## src/rtl/bxr_pkg.sv

```systemverilog
package bxr_pkg;

   typedef enum logic [2:0] {
      RSN_NONE       = 3'd0,
      RSN_ERR_HALT   = 3'd1,
      RSN_STALL_HALT = 3'd2,
      RSN_BYTES_DONE = 3'd3,
      RSN_SHORT_IN   = 3'd4
   } rsn_e;

   localparam logic [1:0] TOKEN_OUT   = 2'b00;
   localparam logic [1:0] TOKEN_IN    = 2'b01;
   localparam logic [1:0] TOKEN_SETUP = 2'b10;

   typedef struct packed {
      logic       active;
      logic       halted;
      logic [2:0] reason;
      logic       advance;
      logic       short_flag;
      logic       use_bytes;
      logic       use_cerr;
   } verdict_t;

endpackage

```

## src/rtl/bxr_byte_sub.sv

```systemverilog
module bxr_byte_sub #(
   parameter int BYTE_W = 15,
   parameter int PKT_W  = 11
) (
   input  logic [BYTE_W-1:0] remain,
   input  logic [PKT_W-1:0]  moved,
   output logic [BYTE_W-1:0] remain_next,
   output logic              exhausted
);

   localparam int WIDE_W = (BYTE_W > PKT_W) ? BYTE_W : PKT_W;
   localparam int SUB_W  = WIDE_W + 1;

   logic [SUB_W-1:0] remain_x;
   logic [SUB_W-1:0] moved_x;
   logic [SUB_W-1:0] diff;

   generate
      if (BYTE_W >= PKT_W) begin : g_count_wider
         assign remain_x = {1'b0, remain};
         assign moved_x  = {{(SUB_W-PKT_W){1'b0}}, moved};
      end else begin : g_packet_wider
         assign remain_x = {{(SUB_W-BYTE_W){1'b0}}, remain};
         assign moved_x  = {1'b0, moved};
      end
   endgenerate

   assign diff = remain_x - moved_x;

   always_comb begin
      if (diff[SUB_W-1]) begin
         remain_next = '0;
      end else begin
         remain_next = diff[BYTE_W-1:0];
      end
   end

   assign exhausted = (remain_next == '0);

endmodule

```

## src/rtl/bxr_err_count.sv

```systemverilog
module bxr_err_count #(
   parameter int CERR_W = 2
) (
   input  logic [CERR_W-1:0] cnt_in,
   input  logic              err_hit,
   output logic [CERR_W-1:0] cnt_next,
   output logic              used_up
);

   localparam logic [CERR_W-1:0] ONE = CERR_W'(1);

   logic nonzero;

   assign nonzero = (cnt_in != '0);

   always_comb begin
      cnt_next = cnt_in;
      used_up  = 1'b0;
      if (err_hit && nonzero) begin
         cnt_next = cnt_in - ONE;
         used_up  = (cnt_in == ONE);
      end
   end

endmodule

```

## src/rtl/bxr_short_detect.sv

```systemverilog
module bxr_short_detect #(
   parameter int PKT_W = 11
) (
   input  logic [1:0]       token,
   input  logic [PKT_W-1:0] moved,
   input  logic [PKT_W-1:0] max_pkt,
   output logic             is_short
);
   import bxr_pkg::*;

   logic token_in;
   logic below_max;

   assign token_in  = (token == TOKEN_IN);
   assign below_max = (moved < max_pkt);
   assign is_short  = token_in && below_max;

endmodule

```

## src/rtl/bxr_retire_decide.sv

```systemverilog
module bxr_retire_decide (
   input  logic                    active,
   input  logic                    halted,
   input  logic                    ok,
   input  logic                    err,
   input  logic                    stall,
   input  logic                    err_used_up,
   input  logic                    bytes_gone,
   input  logic                    short_in,
   output bxr_pkg::verdict_t       verdict
);
   import bxr_pkg::*;

   always_comb begin
      verdict            = '0;
      verdict.active     = active;
      verdict.halted     = halted;
      verdict.reason     = RSN_NONE;
      if (stall) begin
         verdict.active = 1'b0;
         verdict.halted = 1'b1;
         verdict.reason = RSN_STALL_HALT;
      end else if (err) begin
         verdict.use_cerr = 1'b1;
         if (err_used_up) begin
            verdict.active = 1'b0;
            verdict.halted = 1'b1;
            verdict.reason = RSN_ERR_HALT;
         end
      end else if (ok) begin
         verdict.use_bytes = 1'b1;
         if (bytes_gone) begin
            verdict.active  = 1'b0;
            verdict.reason  = RSN_BYTES_DONE;
            verdict.advance = 1'b1;
         end else if (short_in) begin
            verdict.active     = 1'b0;
            verdict.reason     = RSN_SHORT_IN;
            verdict.advance    = 1'b1;
            verdict.short_flag = 1'b1;
         end
      end
   end

endmodule

```

## src/rtl/bulk_xfer_retire.sv

```systemverilog
module bulk_xfer_retire #(
   parameter int BYTE_W = 15,
   parameter int PKT_W  = 11,
   parameter int CERR_W = 2
) (
   input  logic              clk,
   input  logic              rst_n,
   input  logic              load_en,
   input  logic              ld_active,
   input  logic              ld_halted,
   input  logic [CERR_W-1:0] ld_err_cnt,
   input  logic [BYTE_W-1:0] ld_bytes,
   input  logic [1:0]        ld_token,
   input  logic              txn_ok,
   input  logic              txn_err,
   input  logic              txn_stall,
   input  logic [PKT_W-1:0]  txn_moved,
   input  logic [PKT_W-1:0]  max_pkt,
   output logic              desc_active,
   output logic              desc_halted,
   output logic [CERR_W-1:0] desc_err_cnt,
   output logic [BYTE_W-1:0] desc_bytes_left,
   output logic [1:0]        desc_token,
   output logic [2:0]        finish_reason,
   output logic              advance_queue,
   output logic              short_pkt
);
   import bxr_pkg::*;

   initial begin
      assert (BYTE_W >= 2 && BYTE_W <= 32)
         else $error("bulk_xfer_retire: BYTE_W out of range");
      assert (PKT_W >= 1 && PKT_W <= 16)
         else $error("bulk_xfer_retire: PKT_W out of range");
      assert (CERR_W >= 1 && CERR_W <= 8)
         else $error("bulk_xfer_retire: CERR_W out of range");
   end

   logic [BYTE_W-1:0] bytes_next;
   logic              bytes_gone;
   logic [CERR_W-1:0] cerr_next;
   logic              cerr_used_up;
   logic              short_in;
   logic              any_strobe;
   logic              take_result;
   verdict_t          verdict;

   bxr_byte_sub #(
      .BYTE_W (BYTE_W),
      .PKT_W  (PKT_W)
   ) u_sub (
      .remain      (desc_bytes_left),
      .moved       (txn_moved),
      .remain_next (bytes_next),
      .exhausted   (bytes_gone)
   );

   bxr_err_count #(
      .CERR_W (CERR_W)
   ) u_cerr (
      .cnt_in   (desc_err_cnt),
      .err_hit  (txn_err),
      .cnt_next (cerr_next),
      .used_up  (cerr_used_up)
   );

   bxr_short_detect #(
      .PKT_W (PKT_W)
   ) u_short (
      .token    (desc_token),
      .moved    (txn_moved),
      .max_pkt  (max_pkt),
      .is_short (short_in)
   );

   bxr_retire_decide u_decide (
      .active      (desc_active),
      .halted      (desc_halted),
      .ok          (txn_ok),
      .err         (txn_err),
      .stall       (txn_stall),
      .err_used_up (cerr_used_up),
      .bytes_gone  (bytes_gone),
      .short_in    (short_in),
      .verdict     (verdict)
   );

   assign any_strobe  = txn_ok | txn_err | txn_stall;
   assign take_result = !load_en && desc_active && any_strobe;

   always_ff @(posedge clk or negedge rst_n) begin
      if (!rst_n) begin
         desc_active     <= 1'b0;
         desc_halted     <= 1'b0;
         desc_err_cnt    <= '0;
         desc_bytes_left <= '0;
         desc_token      <= TOKEN_OUT;
         finish_reason   <= RSN_NONE;
      end else if (load_en) begin
         desc_active     <= ld_active;
         desc_halted     <= ld_halted;
         desc_err_cnt    <= ld_err_cnt;
         desc_bytes_left <= ld_bytes;
         desc_token      <= ld_token;
         finish_reason   <= RSN_NONE;
      end else if (take_result) begin
         desc_active   <= verdict.active;
         desc_halted   <= verdict.halted;
         finish_reason <= verdict.reason;
         if (verdict.use_cerr) begin
            desc_err_cnt <= cerr_next;
         end
         if (verdict.use_bytes) begin
            desc_bytes_left <= bytes_next;
         end
      end
   end

   always_ff @(posedge clk or negedge rst_n) begin
      if (!rst_n) begin
         advance_queue <= 1'b0;
         short_pkt     <= 1'b0;
      end else begin
         advance_queue <= take_result && verdict.advance;
         short_pkt     <= take_result && verdict.short_flag;
      end
   end

endmodule

```

## config.mk

```make
export PLATFORM = sky130hd
export DESIGN_NAME = bulk_xfer_retire
export DESIGN_NICKNAME = d
export VERILOG_FILES = /design/src/rtl/bxr_pkg.sv /design/src/rtl/bxr_byte_sub.sv /design/src/rtl/bxr_err_count.sv /design/src/rtl/bxr_short_detect.sv /design/src/rtl/bxr_retire_decide.sv /design/src/rtl/bulk_xfer_retire.sv
export SDC_FILE = /design/constraint.sdc
export NUM_CORES = 1
export LEC_CHECK = 0
export ABC_CLOCK_PERIOD_IN_PS = 5400
export BUFFER_PORTS_ARGS = -buffer_cell sky130_fd_sc_hd__buf_4
export CORE_MARGIN = 4
export CORE_UTILIZATION = 25
export CTS_CLUSTER_DIAMETER = 30
export DETAILED_ROUTE_END_ITERATION = 12
export SKIP_LAST_GASP = 1
export SLEW_MARGIN = 25
export SYNTH_ARGS = -nofsm -noshare
export SYNTH_HDL_FRONTEND = slang
export SYNTH_SLANG_ARGS = --single-unit
```

## constraint.sdc

```tcl
create_clock -name clk -period 5.4 [get_ports clk]
set_clock_uncertainty 0.2 [all_clocks]
set_input_delay 1.08 -clock clk [delete_from_list [all_inputs] [get_ports clk]]
set_output_delay 1.08 -clock clk [all_outputs]
set_load 0.01 [all_outputs]
```

==> key figures, run 1 <==
Power
  • Peak supply drop: around 0.15 mV
  • P_leak: between 1.5 and 2 nW
  • Total power per unit cell area: 221 nW/um^2

Die
  • Height of the die: ~110 um
  • Die W: ~110 um
  • Die area: about 12,000 um^2
  • Ports: 75
  • CORE AREA: between 9000 and 10,000 um^2
  • Num rows: 36
  • Initial core utilization: 25.7%

Timing
  • Max Freq: ~260 MHz
  • Final Max Slew Viols: 0
  • RSZ-0062 raised after global routing: false
  • Setup WS post-layout: 1.60 ns
  • Minimum clock period: between 3 and 4 ns
  • Worst-Margin Slew: between 0.8 and 0.9 ns
  • Fin. Hold Viols: 0
  • Setup TNS: 0 ns
  • Final setup fails: 0
  • Final period utilization: between 70% and 80%
  • Max-slew headroom: 40.0%

Global route
  • Total grt overflow: 0
  • Antenna violations before repair: 0
  • Number of global-route vias before repair: about 2,500
  • Total GRT Usage: 12.5%
  • Largest net degree at the start of global routing: between 40 and 50
  • First-pass GRT wire length: ~12 mm

Cells and area
  • Share of cells above drive strength 1: between 20% and 30%
  • Most common cell after layout, fill and taps aside: buf_4
  • Final Net Count: between 400 and 500
  • Most frequent cells in the layout: 74 x buf_4, 29 x inv_1, 29 x nand2_1
  • Antenna fix cells: 0
  • Multi-input gate area: approximately 1700 um^2
  • Filler-free cell count of the finished design: 506
  • # fillers: 1,061
  • Area Growth Syn to Fin: 29.1%
  • Register area: 651 um^2

Worst setup path
  • Critical path class: in -> reg
  • Worst Setup End Kind: flip-flop
  • Worst Setup Start Kind: input port
  • Cell breakdown of the critical path: buf_4 -> ha_1 -> fa_1 -> and2b_1 -> o2111ai_2 -> a21oi_1 -> o21a_1 -> o2111ai_1 -> or4_4 -> a41o_1
  • CP max stage delay: between 0.6 and 0.7 ns
  • WP data required: 5.38 ns
  • Worst EP arrival: roughly 3.8 ns
  • CP max-delay cell: or4_4
  • CP Max Fanout: 5

Place
  • Port bufs: between 70 and 80
  • Placed cells: between 500 and 600
  • Post-DP HPWL: 5.91 mm
  • Gpl congestion: approximately 0.87
  • Worst slack at placement: 1.33 ns

Yosys
  • Netlist cell types: around 70
  • Post-synthesis mux area share: around 2.5%
  • Synth Area in Compound Gates: 29.9%
  • Synthesized area per cell: between 8 and 9 um^2
  • Yosys warnings: 0
  • FF+latch count, synth: 26
  • Main combinational cell family by area after synthesis: compound AO/OA/AOI/OAI gates
  • Share of flip-flops with an asynchronous set or reset: 100%
  • Post-synthesis adder-cell area fraction: 12.2%
  • Synth Net Count: 383
  • XOR/XNOR share of the synthesized area: between 2 and 2.5%
  • Cells after Synth: 310
  • Top FF cell, synth: dfrtp_1
  • Simple-Gate Fraction of Synth Area: 21.0%
  • Post-synthesis sequential area ratio: 25.8%
  • Synth Cell Area: roughly 2500 um^2
  • Post-synth EDFFs: 0

Clock network
  • Hold buffer count at CTS: 0
  • Max clock buf depth: 2
  • H-tree Lvls: 1
  • Reg clk slew, reported paths: roughly 0.10 ns
  • Clock buffers created by TritonCTS: 3
  • Post-CTS Resized: 0
  • Root buffer cell: clkbuf_8
  • Post-CTS setup buffers: 0
  • CTS tree: yes
  • Clk sinks: 26
  • Skew-Pair Late Insertion Delay: around 0.28 ns

Drt
  • DRT Pass-1 Iters: 4
  • Antenna Nets Post-Route: 0
  • DRC errors left: 0
  • Via density per instance: 4.90
  • WL final: 7.30 mm
  • Initial DRC Count: around 160
  • Average wire per standard cell: ~14 um
  • Vias: 2,477

Worst hold path
  • Worst hold path class: reg -> reg

Flow run
  • Number of max-cap violations: 0

Status
  • Outcome: finished, final reports clean
-- report_power, final --
group	internal [W]	switching, W	leakage (nW)
registers	0.000213	0.0000238	0.321
logic	0.000146	0.000169	1.17
clock network	0.0000993	0.0000686	0.0357
-- kinds of logic after synthesis --
family | Yosys count
flops | 26
compound gates | 103
xor+xnor | 5
fa+ha+maj | 24
simple gates | 102
buf+inv | 44
mux | 6
-- metrics by stage --
| step | hold slack (ns) | util (%) | area [um^2] | total power (W) |
|---|---|---|---|---|
| 2_1_floorplan | 0.367 | - | 2530 | 0.000443 |
| 3_3_place_gp | 0.335 | 32.5 | 3190 | 0.000550 |
| 3_5_place_dp | 0.345 | 32.5 | 3190 | 0.000556 |
| 4_1_cts | 0.365 | 33.2 | 3260 | 0.000723 |
| 5_1_grt | 0.412 | 33.2 | 3260 | 0.000766 |
| 6_report | 0.356 | 33.2 | 3260 | 0.000720 |
-- path summary, 6_finish.rpt --
check / startpoint / endpoint / slack [ns] / cells after the start
worst max-delay path: txn_moved[0] / finish_reason[2] / 1.60 / 10
worst min-delay path: desc_halted / desc_halted / 0.36 / 2
worst max register to register: desc_bytes_left[0] / finish_reason[2] / 2.08 / 10
worst min register to register: desc_halted / desc_halted / 0.36 / 2
max in group asynchronous: rst_n / desc_bytes_left[3] / 4.24 / 1
min in group asynchronous: rst_n / desc_bytes_left[11] / 0.50 / 1
-- metal layers --
| layer | wire, um | global-route usage (%) |
|---|---|---|
| met1 | 3180 | 16.6 |
| met2 | 3660 | 21.8 |
| met3 | 400 | 1.43 |
| met4 | 58 | 2.43 |
| met5 | 0 | 0 |
-- cells in the mapped netlist (2+ instances only) --
master	n	share of area [%]
a2111oi_0	4	1.4
a211o_1	3	1.0
a211oi_1	4	1.2
a21o_1	7	2.1
a21oi_1	15	3.0
a21oi_2	2	0.69
a22oi_1	10	3.0
a31o_2	2	0.69
and3b_1	2	0.69
and4b_1	2	0.79
buf_2	2	0.40
clkbuf_1	12	1.8
dfrtp_1	26	26
ha_1	23	11
inv_1	29	4.3
mux2_2	3	1.3
mux2i_1	3	1.2
nand2_1	29	4.3
nand2b_1	5	1.2
nand3_1	3	0.59
nand4_1	2	0.50
nor2_1	23	3.4
nor2b_1	7	1.7
nor3_1	8	1.6
nor3b_1	3	0.89
nor4b_1	2	0.69
o2111ai_1	3	1.0
o21a_1	3	0.89
o21ai_0	23	4.6
o21ai_1	2	0.40
o31ai_1	4	1.2
or2_2	2	0.50
or3_1	3	0.74
or4_1	2	0.59
xnor2_1	2	0.69
xor2_1	2	0.69
-- area by class of cell --
type,instances,share of cell area (%)
clock buffer,3,1.27
clock inverter,1,0.921
inverter,29,3.34
multi-input combinational,240,52.4
sequential,26,20.0
tap,133,5.10
timing repair buffer,74,17.0
-- flip-flops by register name, indices dropped and copies added, names as in the netlist --
signal	flops
advance_queue	1
desc_active	1
desc_bytes_left	15
desc_err_cnt	2
desc_halted	1
desc_token	2
finish_reason	3
short_pkt	1
-- critical path, delay by kind of cell --
family | cells | cell delay, ns
fa+ha+maj | 2 | 0.62
compound gates | 5 | 1.10
simple gates | 2 | 0.85
buf+inv | 1 | 0.11
No activity file was read; power rests on OpenSTA's default activity.
==> run 2: changes to the inputs <==
--- a/config.mk
+++ b/config.mk
@@ -5,7 +5,7 @@
 export SDC_FILE = /design/constraint.sdc
 export NUM_CORES = 1
 export LEC_CHECK = 0
-export ABC_CLOCK_PERIOD_IN_PS = 5400
+export ABC_CLOCK_PERIOD_IN_PS = 3270
 export BUFFER_PORTS_ARGS = -buffer_cell sky130_fd_sc_hd__buf_4
 export CORE_MARGIN = 4
 export CORE_UTILIZATION = 25
==> constraint.sdc (replaced) <==
create_clock -name clk -period 3.27 [get_ports clk]
set_clock_uncertainty 0.2 [all_clocks]
set_input_delay 0.654 -clock clk [delete_from_list [all_inputs] [get_ports clk]]
set_output_delay 0.654 -clock clk [all_outputs]
set_load 0.01 [all_outputs]
==> key figures, run 2 (synthesis results as in run 1) <==
Cells and area
  • Final Net Count: 482 (was 447)
  • Top flop regs: desc_bytes_left x15, finish_reason x3 (unchanged)
  • Fin util: 36.1% (was 33.2%)
  • Final instance area: 3550 um^2 (was 3260 um^2)
  • Most frequent cells in the layout: 109 x buf_4, 29 x inv_1, 29 x nand2_1 (was 74 x buf_4, 29 x inv_1, 29 x nand2_1)
  • Antenna fix cells: 0 (unchanged)
  • Max FFs per register: 15 (unchanged)
  • Filler-free cell count of the finished design: 541 (was 506)
  • # fillers: 1,076 (was 1,061)
  • Largest Register: desc_bytes_left (unchanged)
  • Area Growth Syn to Fin: 40.4% (was 29.1%)
  • Most common cell after layout, fill and taps aside: buf_4 (unchanged)
  • Share of cells above drive strength 1: 33.3% (was 26.3%)

Global route
  • Total grt overflow: 0 (unchanged)
  • Number of global-route vias before repair: 2,711 (was 2,537)
  • Total GRT Usage: 13.1% (was 12.5%)
  • Antenna violations before repair: 0 (unchanged)
  • Largest net degree at the start of global routing: 46 (unchanged)
  • First-pass GRT wire length: 12.7 mm (was 12.0 mm)

Die
  • Height of the die: 109 um (unchanged)
  • Die W: 109 um (unchanged)
  • Initial core utilization: 25.7% (unchanged)
  • Die area: 11,800 um^2 (unchanged)
  • Num rows: 36 (unchanged)
  • Ports: 75 (unchanged)
  • CORE AREA: 9820 um^2 (unchanged)

Worst setup path
  • CP Max Fanout: 5 (unchanged)
  • RR Startpoint: desc_bytes_left[0] (unchanged)
  • Buf+Inv Stages, Crit Path: 1 (unchanged)
  • Reg-to-reg slack, setup: 0.19 ns (was 2.08 ns)
  • Critical path's top delay family: simple AND/OR/NAND/NOR gates (was compound AO/OA/AOI/OAI gates)
  • Worst Setup Start Kind: input port (unchanged)
  • Cell breakdown of the critical path: buf_4 -> ha_1 -> fa_1 -> and2b_2 -> o2111ai_4 -> a21oi_2 -> o21a_1 -> o2111ai_1 -> or4_4 -> a41o_1 (was buf_4 -> ha_1 -> fa_1 -> and2b_1 -> o2111ai_2 -> a21oi_1 -> o21a_1 -> o2111ai_1 -> or4_4 -> a41o_1)
  • Critical path class: in -> reg (unchanged)
  • CP max-delay cell: or4_4 (unchanged)
  • WP data required: 3.25 ns (was 5.38 ns)
  • CP max stage delay: 0.60 ns (was 0.61 ns)
  • Critical path origin: txn_moved[0] (unchanged)
  • Worst EP arrival: 3.11 ns (was 3.77 ns)
  • Worst Setup End Kind: flip-flop (unchanged)

Timing
  • Final period utilization: 95.8%
  • WHS: 0.0670 ns (was 0.356 ns)
  • Final setup fails: 0 (unchanged)
  • Worst-Margin Slew: 0.714 ns (was 0.877 ns)
  • Final Max Slew Viols: 0 (unchanged)
  • Fin. Hold Viols: 0 (unchanged)
  • Max Freq: around 320 MHz
  • Minimum clock period: approximately 3.1 ns
  • Max-slew headroom: 51.2% (was 40.0%)
  • RSZ-0062 raised after global routing: false (unchanged)

Drt
  • Initial DRC Count: 95 (was 156)
  • Vias: 2,627 (was 2,477)
  • WL final: 7.70 mm (was 7.30 mm)
  • Via density per instance: 4.86 (was 4.90)
  • Average wire per standard cell: 14.2 um (was 14.4 um)
  • DRT Pass-1 Iters: 4 (unchanged)
  • DRC errors left: 0 (unchanged)
  • Antenna Nets Post-Route: 0 (unchanged)

Place
  • Post-DP Area: 3450 um^2 (was 3190 um^2)
  • Gpl congestion: 0.878 (was 0.870)
  • Placed cells: 536 (was 502)
  • Post-DP HPWL: 6.27 mm (was 5.91 mm)
  • Port bufs: 74 (unchanged)

Power
  • P_leak: 1.70 nW (was 1.53 nW)
  • Peak supply drop: 0.192 mV (was 0.154 mV)
  • Final Power: 0.00129 W (was 0.000720 W)
  • Total power per unit cell area: 364 nW/um^2 (was 221 nW/um^2)

Worst hold path
  • Worst hold path class: in -> async (was reg -> reg)

Clock network
  • H-tree Lvls: 1 (unchanged)
  • Root buffer cell: clkbuf_8 (unchanged)
  • Reg clk slew, reported paths: 0.11 ns (was 0.10 ns)
  • Max clock buf depth: 2 (unchanged)
  • Clk sinks: 26 (unchanged)
  • Clock buffers created by TritonCTS: 3 (unchanged)
  • CTS tree: yes (unchanged)
  • Hold buffer count at CTS: 0 (unchanged)
  • Skew-Pair Late Insertion Delay: 0.28 ns (about the same)

Flow run
  • Number of max-cap violations: 0 (unchanged)

Status
  • Outcome: finished, final reports clean (unchanged)
-- run 2: timing repair --
action / 4_1_cts / 5_1_grt
endpoints found under the setup margin: 0 / 4
setup buffers: 0 / 1
gates resized for setup: 0 / 4
-- run 2: final timing paths --
check,to,cells after the start
worst max-delay path,finish_reason[2],10
worst min-delay path,desc_bytes_left[14],1
worst max register to register,finish_reason[2],10
max in group asynchronous,desc_bytes_left[3],1
min in group clk,desc_token[1],1
worst min register to register,desc_token[1],1
-- run 2: final cells by class --
| class | count | area [um^2] | area share (%) |
|---|---|---|---|
| multi-input cells | 240 | 1730 | 48.8 |
| repair buffers | 109 | 818 | 23.1 |
| flip-flops and latches | 26 | 651 | 18.3 |
| well taps | 133 | 166 | 4.69 |
| inverters | 29 | 109 | 3.07 |
| clock buffers | 3 | 41.3 | 1.16 |
| clock inverters | 1 | 30.0 | 0.847 |
-- run 2: layer usage --
metal	GRT usage (%)	vias to the layer above	part of all wire, %	wire length [um]
met5	0	-	0	0
met4	2.34	0	1.0	80
met3	1.37	8	3.2	248
met2	23.3	56	50	3850
met1	17.2	1235	46	3520
li1	-	1328	-	-
-- run 2: stage by stage --
stage          TNS [ns]  setup slack [ns]
2_1_floorplan         0            0.0254
3_3_place_gp     -0.650            -0.175
3_5_place_dp      -1.04            -0.248
4_1_cts               0            0.0628
5_1_grt               0           0.00182
6_report              0             0.138
-- run 2: power breakdown --
group | switching (W) | total, W | internal [W]
logic | 0.000302 | 0.000614 | 0.000312
registers | 0.0000396 | 0.000391 | 0.000351
clock network | 0.000121 | 0.000285 | 0.000164
